## config.mk

```make
export PLATFORM = sky130hd
export DESIGN_NAME = io_window_bridge
export DESIGN_NICKNAME = d
export VERILOG_FILES = /design/src/rtl/io_window_pkg.sv /design/src/rtl/io_window_ctrl.sv /design/src/rtl/io_window_dp.sv /design/src/rtl/io_window_bridge.sv
export SDC_FILE = /design/constraint.sdc
export NUM_CORES = 1
export LEC_CHECK = 0
export BUFFER_PORTS_ARGS = -buffer_cell sky130_fd_sc_hd__buf_2
export CAP_MARGIN = 15
export CORE_ASPECT_RATIO = 0.8
export CORE_MARGIN = 3
export CORE_UTILIZATION = 43
export CTS_CLUSTER_SIZE = 30
export DETAILED_ROUTE_END_ITERATION = 10
export HOLD_SLACK_MARGIN = 0.03
export PLACE_DENSITY = 0.84
export RECOVER_POWER = 100
export REMOVE_ABC_BUFFERS = 1
export SYNTH_ARGS = -nofsm -noshare
export SYNTH_HDL_FRONTEND = slang
export SYNTH_SLANG_ARGS = --single-unit
```

## constraint.sdc

```tcl
create_clock -name clk -period 1.9 [get_ports clk]
set_clock_uncertainty 0.1 [all_clocks]
set_input_delay 0.19 -clock clk [delete_from_list [all_inputs] [get_ports clk]]
set_output_delay 0.19 -clock clk [all_outputs]
set_load 0.03 [all_outputs]
```

## src/rtl/io_window_pkg.sv

```systemverilog
package io_window_pkg;

  typedef enum logic [1:0] {
    ST_IDLE = 2'd0,
    ST_PORT = 2'd1,
    ST_RESP = 2'd2
  } xferState_e;

  typedef struct packed {
    logic captureReq;
    logic captureRdata;
  } dpStrobe_t;

endpackage

```

## src/rtl/io_window_ctrl.sv

```systemverilog
module io_window_ctrl
  import io_window_pkg::*;
(
  input  logic       clk,
  input  logic       rstN,
  input  logic       hostValid,
  input  logic       winHit,
  input  logic       portReady,
  output logic       hostReady,
  output logic       portValid,
  output logic       hostRespValid,
  output dpStrobe_t  strobe
);

  xferState_e stateQ, stateD;

  always_comb begin
    stateD        = stateQ;
    hostReady     = 1'b0;
    portValid     = 1'b0;
    hostRespValid = 1'b0;
    strobe        = '0;
    case (stateQ)
      ST_IDLE: begin
        hostReady = 1'b1;
        if (hostValid) begin
          strobe.captureReq = 1'b1;
          stateD = winHit ? ST_PORT : ST_RESP;
        end
      end
      ST_PORT: begin
        portValid = 1'b1;
        if (portReady) begin
          strobe.captureRdata = 1'b1;
          stateD = ST_RESP;
        end
      end
      ST_RESP: begin
        hostRespValid = 1'b1;
        stateD = ST_IDLE;
      end
      default: stateD = ST_IDLE;
    endcase
  end

  always_ff @(posedge clk) begin
    if (!rstN) stateQ <= ST_IDLE;
    else       stateQ <= stateD;
  end

  assert_resp_pulse_R7: assert property (@(posedge clk) disable iff (!rstN)
    hostRespValid |=> !hostRespValid);

  assert_port_hold_R7: assert property (@(posedge clk) disable iff (!rstN)
    portValid && !portReady |=> portValid);

  assert_resp_source_R5: assert property (@(posedge clk) disable iff (!rstN)
    $rose(hostRespValid) |-> $past(hostValid && hostReady) || $past(portValid && portReady));

endmodule

```

## src/rtl/io_window_dp.sv

```systemverilog
module io_window_dp
  import io_window_pkg::*;
#(
  parameter int HOST_AW   = 32,
  parameter int DATA_W    = 32,
  parameter int PORT_AW   = 16,
  parameter int SIZE_W    = 2,
  parameter int WIN_LOG2  = 23,
  parameter logic [HOST_AW-1:0] WIN_BASE = 32'h8000_0000,
  parameter int LOW_W     = 5,
  parameter int PAGE_LSB  = 12
) (
  input  logic               clk,
  input  logic               rstN,
  input  dpStrobe_t          strobe,
  input  logic               mapSparse,
  input  logic [HOST_AW-1:0] hostAddr,
  input  logic               hostWrite,
  input  logic [SIZE_W-1:0]  hostSize,
  input  logic [DATA_W-1:0]  hostWdata,
  input  logic [DATA_W-1:0]  portRdata,
  output logic               winHit,
  output logic               missFlag,
  output logic [PORT_AW-1:0] portAddr,
  output logic               portWrite,
  output logic [SIZE_W-1:0]  portSize,
  output logic [DATA_W-1:0]  portWdata,
  output logic [DATA_W-1:0]  hostRdata
);

  localparam int PAGE_W = WIN_LOG2 - PAGE_LSB;
  localparam int TAG_W  = HOST_AW - WIN_LOG2;

  logic [WIN_LOG2-1:0] offset;
  logic [PORT_AW-1:0]  contigAddr, sparseAddr, foldAddr;
  logic [TAG_W-1:0]    baseTag;

  assign baseTag = WIN_BASE[HOST_AW-1:WIN_LOG2];
  assign offset  = hostAddr[WIN_LOG2-1:0];
  assign winHit  = (hostAddr[HOST_AW-1:WIN_LOG2] == baseTag);

  always_comb begin
    contigAddr = offset[PORT_AW-1:0];
    sparseAddr = '0;
    sparseAddr[LOW_W-1:0]      = offset[LOW_W-1:0];
    sparseAddr[LOW_W +: PAGE_W] = offset[WIN_LOG2-1:PAGE_LSB];
    foldAddr = mapSparse ? sparseAddr : contigAddr;
  end

  always_ff @(posedge clk) begin
    if (!rstN) begin
      missFlag  <= 1'b0;
      portAddr  <= '0;
      portWrite <= 1'b0;
      portSize  <= '0;
      portWdata <= '0;
      hostRdata <= '0;
    end else begin
      if (strobe.captureReq) begin
        missFlag  <= !winHit;
        portAddr  <= foldAddr;
        portWrite <= hostWrite;
        portSize  <= hostSize;
        portWdata <= hostWdata;
        hostRdata <= '0;
      end
      if (strobe.captureRdata) begin
        hostRdata <= portRdata;
      end
    end
  end

endmodule

```

## src/rtl/io_window_bridge.sv

```systemverilog
module io_window_bridge
  import io_window_pkg::*;
#(
  parameter int HOST_AW  = 32,
  parameter int DATA_W   = 32,
  parameter int PORT_AW  = 16,
  parameter int SIZE_W   = 2
) (
  input  logic               clk,
  input  logic               rstN,
  input  logic               mapSparse,
  input  logic               hostValid,
  output logic               hostReady,
  input  logic [HOST_AW-1:0] hostAddr,
  input  logic               hostWrite,
  input  logic [SIZE_W-1:0]  hostSize,
  input  logic [DATA_W-1:0]  hostWdata,
  output logic               hostRespValid,
  output logic               hostMiss,
  output logic [DATA_W-1:0]  hostRdata,
  output logic               portValid,
  input  logic               portReady,
  output logic [PORT_AW-1:0] portAddr,
  output logic               portWrite,
  output logic [SIZE_W-1:0]  portSize,
  output logic [DATA_W-1:0]  portWdata,
  input  logic [DATA_W-1:0]  portRdata
);

  dpStrobe_t strobe;
  logic      winHit;
  logic      missFlag;

  io_window_ctrl u_ctrl (
    .clk           (clk),
    .rstN          (rstN),
    .hostValid     (hostValid),
    .winHit        (winHit),
    .portReady     (portReady),
    .hostReady     (hostReady),
    .portValid     (portValid),
    .hostRespValid (hostRespValid),
    .strobe        (strobe)
  );

  io_window_dp #(
    .HOST_AW (HOST_AW),
    .DATA_W  (DATA_W),
    .PORT_AW (PORT_AW),
    .SIZE_W  (SIZE_W)
  ) u_dp (
    .clk       (clk),
    .rstN      (rstN),
    .strobe    (strobe),
    .mapSparse (mapSparse),
    .hostAddr  (hostAddr),
    .hostWrite (hostWrite),
    .hostSize  (hostSize),
    .hostWdata (hostWdata),
    .portRdata (portRdata),
    .winHit    (winHit),
    .missFlag  (missFlag),
    .portAddr  (portAddr),
    .portWrite (portWrite),
    .portSize  (portSize),
    .portWdata (portWdata),
    .hostRdata (hostRdata)
  );

  assign hostMiss = missFlag && hostRespValid;

  assert_addr_stable_R6: assert property (@(posedge clk) disable iff (!rstN)
    portValid && !portReady |=> $stable(portAddr) && $stable(portSize)
                                && $stable(portWrite) && $stable(portWdata));

  assert_miss_noport_R5: assert property (@(posedge clk) disable iff (!rstN)
    hostMiss |-> !$past(portValid));

endmodule

```

==> summary by stage, run 1 <==
Status
The run finished with clean final reports.

Finish
In the final layout, flip-flops and latches occupy 1722 um^2. The post-route netlist has 22.26% of its cells at a drive strength greater than 1. The multi-input combinational cell area is 1280 um^2.

The finished cells cover approximately 4900 um^2. 0 antenna diodes ended up in the layout. At the end of the flow the core is filled with cells to between 70 and 80%. Once layout is complete, the cells apart from fillers number ~660. Fill cells in the final layout number 604. The number of nets in the finished design is 674. The area growth from synthesis to layout is 54.55%.

Global routing
The number of global-route vias before repair is ~3,300. The total overflow left after global routing is 0. The wire length of the first global-routing pass is 16.00 mm. The initial antenna violation count is 0. The total track usage is 23.83%. The largest net degree at the start of global routing is 42.

Die
The area of the core region is 7061 um^2. After floorplanning, the core was divided into 27 placement rows. The die is 83.18 um tall. The initial utilization of the core area, before any placement, comes to 45.35%.

The chip width is 102.5 um. For this design the top-level I/O count stands at 191. The floorplan die area is approximately 8500 um^2.

Power
The leakage component of the power is 2.223 nW. VDD sags by at most around 0.39 mV. Dividing total power by cell area gives a power density of 788.2 nW/um^2.

Yosys
Counting instances in the post-synthesis netlist gives the leading cell types as sky130_fd_sc_hd__nand2_1 (92), sky130_fd_sc_hd__dfxtp_1 (86), sky130_fd_sc_hd__a22o_1 (32), sky130_fd_sc_hd__a21boi_0 (28), sky130_fd_sc_hd__a21boi_1 (13). Yosys instantiated no cell more often than sky130_fd_sc_hd__nand2_1. The fraction of synthesized cell area taken by the top area cell type is 53.77%. Among all flip-flop cells after synthesis, the most frequent one is sky130_fd_sc_hd__dfxtp_1. After synthesis the cells add up to about 3200 um^2. The async set-reset flop share out of synthesis is 0%. After synthesis the netlist holds a flip-flop and latch count of 86. The unique cell type count in the Yosys netlist is 23. The share of the yosys chip area belonging to registers is 53.77%. The cell count after synthesis came out at 317. The cell taking the most area after synthesis is sky130_fd_sc_hd__dfxtp_1. Yosys attributes the largest share of cell area to sky130_fd_sc_hd__dfxtp_1 (54%), sky130_fd_sc_hd__nand2_1 (11%), sky130_fd_sc_hd__a22o_1 (8.8%). The synthesized area per cell is 10.10 um^2. The number of warning messages in the yosys log is 0. Yosys mapped a number of flops with a built-in enable equal to 0.

Timing
The number of setup violations in the final report is 0. Headroom to the max-slew limit came out at between 60% and 70%. The maximum achievable frequency is between 500 and 600 MHz. Setup repair after global routing left no endpoint under its margin. The max-slew violation count is 0. The final number of hold-violating endpoints was 0. For the pin with the worst max-slew slack, the measured transition is 466.8 ps. Of the available clock period, the critical path in the final layout requires approximately 89%. The summed negative setup slack over all endpoints is 0 ps.

The final period demand of the worst path is 1684 ps.

Place
The HPWL after detailed placement is between 6 and 7 mm. Including well taps, the total number of placed cells is between 500 and 600. After detailed placement, the total cell area comes to approximately 4100 um^2. The number of buffer cells added on primary ports is 190. At the end of routability-driven placement, the weighted congestion stood at between 0.7 and 0.8.

Setup path
The arrival time at the worst endpoint is approximately 1900 ps. In this run the worst path has a maximum fanout of 23. The data required time at the worst endpoint is just over 2000 ps. The startpoint type of the worst setup path is a register. By startpoint and endpoint, the worst setup path is classified as reg2reg. The endpoint kind of the worst setup timing path is a register.

Drt
For this run, design rule violations remaining after detail routing come to 0. The total wire length after detailed routing is 10.22 mm. The first routing iteration left 114 violations. Once detail routing completed, the nets flagged for antenna violations numbered 0. Dividing the detail-routed via count by the number of cells gives roughly 5. The routed layout has 3,250 vias.

The first detailed-routing pass ran for 5 iterations. Dividing the detail-routed wire length by the instance count gives 15.44 um.

CTS
Counting the buffers created by CTS gives 9. The number of gates resized after CTS was 0. The maximum number of buffers from clock root to sink is 2. The CTS tree is built. The number of setup buffers added after CTS is 0. The clock root buffer master is sky130_fd_sc_hd__clkbuf_8. CTS saw 86 sinks. The later-pin clock latency in the skew report is 350 ps. The register clock-pin slew on the reported worst setup and hold paths is 90 ps. The number of hold buffers added after CTS was 72.

The level count of the clock H-tree is 3.

Run
The number of violations of the max-capacitance limit is 0.

Min path
The path class of the tightest hold or removal check is in2reg.
area by class of cell:
class | instances | share of cell area [%]
clock buffers | 11 | 3.059
multi-input cells | 205 | 25.87
well taps | 87 | 2.200
flip-flops and latches | 86 | 34.79
repair buffers | 268 | 32.79
clock inverters | 5 | 1.290
power breakdown:
part	internal, mW	switching, mW
combinational	0.281	0.358
sequential	1.87	0.0377
clock	0.691	0.659
total	2.85	1.06
metrics by stage:
step,setup slack (ps),hold WS [ps],power (mW)
floorplan,-2704,215.7,2.242
global placement,494.5,299.3,2.471
detailed placement,385.0,304.5,2.486
CTS,213.7,46.85,3.952
global route,110.1,79.04,4.066
finish,216.0,68.72,3.900
routing by layer:
layer	vias to the layer above	wire length, um	track usage [%]
met1	1484	3991	25.47
li1	1592	-	-
met2	144	5291	43.61
met3	30	631	5.374
met5	-	0	0
met4	0	310	10.49
cell usage in the layout, fill, tap and decap left out, drive strengths merged, types with 2 or more instances in the layout:
master / n
a21boi: 41
a22o: 32
and3: 2
buf: 109
clkbuf: 98
dfxtp: 86
dlygate4sd3: 72
inv: 2
mux2i: 12
nand2: 92
nand4: 2
nor2: 2
nor2b: 3
o211a: 12
worst paths after layout:
| path | end | slack [ps] | depth (start not counted) | from |
|---|---|---|---|---|
| max | u_dp.portWdata[14]$_SDFFE_PN0P_ | 220 | 4 | u_ctrl.stateQ[1]$_SDFFE_PN0P_ |
| min | u_ctrl.stateQ[0]$_SDFFE_PN0P_ | 70 | 3 | portReady |
| min reg2reg | u_dp.portWdata[5]$_SDFFE_PN0P_ | 370 | 2 | u_dp.portWdata[5]$_SDFFE_PN0P_ |
| max reg2reg | u_dp.portWdata[14]$_SDFFE_PN0P_ | 220 | 4 | u_ctrl.stateQ[1]$_SDFFE_PN0P_ |
state kept, by name, summed over array words and instances, names as in the netlist:
name and cells:
u_ctrl.stateQ 2, u_dp.hostRdata 32, u_dp.missFlag 1, u_dp.portAddr 16, u_dp.portSize 2, u_dp.portWdata 32
u_dp.portWrite 1
cell families after synthesis:
family,synth area share [%]
AND/OR/NAND/NOR,13.72
AO/OA/AOI/OAI,22.59
flip-flops,53.77
buffers and inverters,6.174
multiplexers,3.752
critical path, stage by stage, from the launching register on:
cell,delay (ps)
sky130_fd_sc_hd__dfxtp_1,380
sky130_fd_sc_hd__nor3b_1,450
sky130_fd_sc_hd__buf_4,360
sky130_fd_sc_hd__nand2_1,100
sky130_fd_sc_hd__a21boi_0,190
Power figures use the tool's default switching activity.
==> run 2: changes to the inputs <==
--- a/config.mk
+++ b/config.mk
@@ -5,7 +5,7 @@
 export SDC_FILE = /design/constraint.sdc
 export NUM_CORES = 1
 export LEC_CHECK = 0
-export BUFFER_PORTS_ARGS = -buffer_cell sky130_fd_sc_hd__buf_2
+export BUFFER_PORTS_ARGS = -buffer_cell sky130_fd_sc_hd__clkbuf_2
 export CAP_MARGIN = 15
 export CORE_ASPECT_RATIO = 0.8
 export CORE_MARGIN = 3
==> summary by stage, run 2 (synthesized netlist as in run 1, its figures left out) <==
Setup path
The worst setup path is launched from a register. The minimum setup slack among reg-to-reg paths is 230 ps. In this run the worst setup path begins at u_ctrl.stateQ[1]$_SDFFE_PN0P_. For the worst setup path, the data arrival time is ~1400 ps. The length in cells of the worst reg-to-reg path is 4. The critical path buffer and inverter count is 1.

The startpoint-to-endpoint class of the critical path is reg2out. Broken down by cell family, the worst path's largest delay share belongs to flip-flops. At the worst endpoint, the required time is 1610 ps.

The endpoint kind of the worst setup timing path is a primary output. In this run the number of cells on the critical path is 3. Walking the worst path, the cells encountered are nor2b_1, and2_0, clkbuf_2. In this run the worst path has a maximum fanout of 7. The endpoint identified for the worst register-to-register timing path is u_dp.hostRdata[16]$_SDFFE_PN0P_.

For this design, the slowest cell found on the critical path is sky130_fd_sc_hd__dfxtp_1. The worst register-to-register path begins at u_ctrl.stateQ[0]$_SDFFE_PN0P_. The end point of the critical path is hostMiss. The longest individual stage delay on the worst path is 470 ps.

Finish
The top cell types in the final layout, fill and taps aside, are sky130_fd_sc_hd__clkbuf_2 (107), sky130_fd_sc_hd__nand2_1 (92), sky130_fd_sc_hd__clkbuf_1 (86), sky130_fd_sc_hd__dfxtp_1 (86), sky130_fd_sc_hd__dlygate4sd3_1 (72). Registers take 1722 um^2. The area growth from synthesis to final layout is 54.08%.

For this run, the post-layout net count is 674. The repair_antennas step left the layout with diodes totalling 0. In the final layout, the multi-input gates occupy 1285 um^2. The commonest non-fill, non-tap cell in the layout is sky130_fd_sc_hd__clkbuf_2. The share of post-route cells with drive strength above 1 is 22.26%. The largest registers in the layout are u_dp.hostRdata (32), u_dp.portWdata (32), u_dp.portAddr (16). Fill cells in the final layout number 579.

Timing
The final period demand of the worst path is 1693 ps. The final number of hold-violating endpoints is 0. The summed negative setup slack over all endpoints is 0 ps.

The max-slew violation count is 0. The tightest slew margin relative to the limit is 70.57%. The number of setup violations in the final report is 0. Setup repair after global routing left no endpoint under its margin.

In the finished design, the share of the clock period the worst path needs comes to 89.12%. At the pin with the least slew margin, the transition time is 441.4 ps. The maximum achievable frequency is approximately 600 MHz.

Global routing
The initial antenna violation count is 0. The number of global-route vias before repair is 3,434. The total track usage is 24.84%. The largest net degree at the start of global routing is 47.

Global routing finished with a remaining overflow of 0. The wire length of the first global-routing pass is 16.59 mm.

Power
Summed over all cells, the static leakage comes to 2.235 nW. The power after layout is between 3 and 4 mW. The maximum ir drop on the vdd rail is approximately 0.51 mV. For this design the ratio of total power to cell area is 776.3 nW/um^2.

Die
The floorplan row count is 27. The area of the core region is 7061 um^2. The overall die height is 83.18 um. The die is 102.5 um wide.

The starting density of the core is 45.35%. The floorplan die area is 8524 um^2. In this run the count of I/O pins placed on the die edge is 191.

CTS
The number of clock sinks is 86. The clock passes through at most 2 buffers. The clock root buffer master is sky130_fd_sc_hd__clkbuf_8. TritonCTS built the clock tree. The number of CTS-inserted buffers is 9. The register clock-pin slew on the reported worst setup and hold paths is 90 ps. The number of gates given a new drive strength after cts is 0. The later-pin clock latency in the skew report is between 300 and 400 ps. The number of setup buffers added after CTS is 0. CTS built an H-tree with a depth of 3.

Drt
The first detailed-routing pass ran for 6 iterations. After detailed routing, the number of remaining DRC violations is 0. In the final routed layout, each cell accounts on average for ~16 um.

The violation count after the first detailed-route iteration is 107. The total wire length after detailed routing is about 11 mm. The via count of the routed design is 3,307. The count of nets left with antenna violations after detail routing is 0.

The ratio of routed vias to standard cells is 4.995.

Place
The last weighted congestion value of the routability-driven placer is between 0.7 and 0.8. The HPWL after detailed placement is 6.471 mm. Input and output buffers added on the ports amount to 190.

Min path
The worst hold path class is in2reg.

Run
Max-cap violations in this run came to 0.

Status
The flow ran to the end, and the final reports show no timing, DRC or antenna violations.
run 2: where the power goes:
part           total [mW]  switching, mW  internal, mW  leakage (nW)
clock                1.28          0.633         0.644        0.0955
sequential           1.91         0.0392          1.87         0.703
combinational       0.641          0.361         0.280          1.44
total                3.83           1.03          2.80          2.23
run 2: timing repair:
item,in CTS,in global routing
hold buffers,72,0
setup endpoints to repair,0,0
hold endpoints to repair,72,0
run 2: area by class of cell:
type | count | area share (%)
Clock buffer | 11 | 2.866
Timing Repair Buffer | 268 | 32.79
Multi-Input combinational cell | 205 | 26.05
Sequential cell | 86 | 34.90
Tap cell | 87 | 2.206
Clock inverter | 5 | 1.192
run 2: worst min-delay path by stage:
stage	startpoint	to	slack, ps	cells after the start
after floorplan	portRdata[0]	u_dp.hostRdata[0]$_SDFFE_PN0P_	220	1
after CTS	portReady	u_ctrl.stateQ[0]$_SDFFE_PN0P_	60	3
final	hostAddr[29]	u_ctrl.stateQ[0]$_SDFFE_PN0P_	80	4
after global placement	portRdata[3]	u_dp.hostRdata[3]$_SDFFE_PN0P_	300	2
after detailed placement	portRdata[20]	u_dp.hostRdata[20]$_SDFFE_PN0P_	300	2
after global routing	hostAddr[29]	u_ctrl.stateQ[0]$_SDFFE_PN0P_	80	4
run 2: tightest hold or removal path: stages:
cell,delay (ps)
sky130_fd_sc_hd__clkbuf_2,80
sky130_fd_sc_hd__nor2b_1,40
sky130_fd_sc_hd__nand4_1,100
sky130_fd_sc_hd__a21boi_0,80
run 2: per-stage QoR:
step | utilization (%) | instance area (um^2) | hold WS, ps | setup WS (ps) | cells
CTS | 71.49 | 5047 | 62.53 | 202.5 | 662
finish | 69.87 | 4933 | 77.98 | 206.7 | 662
global route | 69.87 | 4933 | 79.78 | 88.86 | 662
detailed placement | 58.44 | 4126 | 304.0 | 347.1 | 574
global placement | 58.44 | 4126 | 300.6 | 491.0 | 574
floorplan | - | 3004 | 215.7 | -2704 | 291
run 2: metal layers:
metal / GRT usage (%) / up-vias / wire, um
met5: 0 / - / 0
met4: 12.04 / 0 / 383
met3: 6.381 / 37 / 616
met2: 45.25 / 157 / 5564
met1: 25.79 / 1521 / 3954
li1: - / 1592 / -
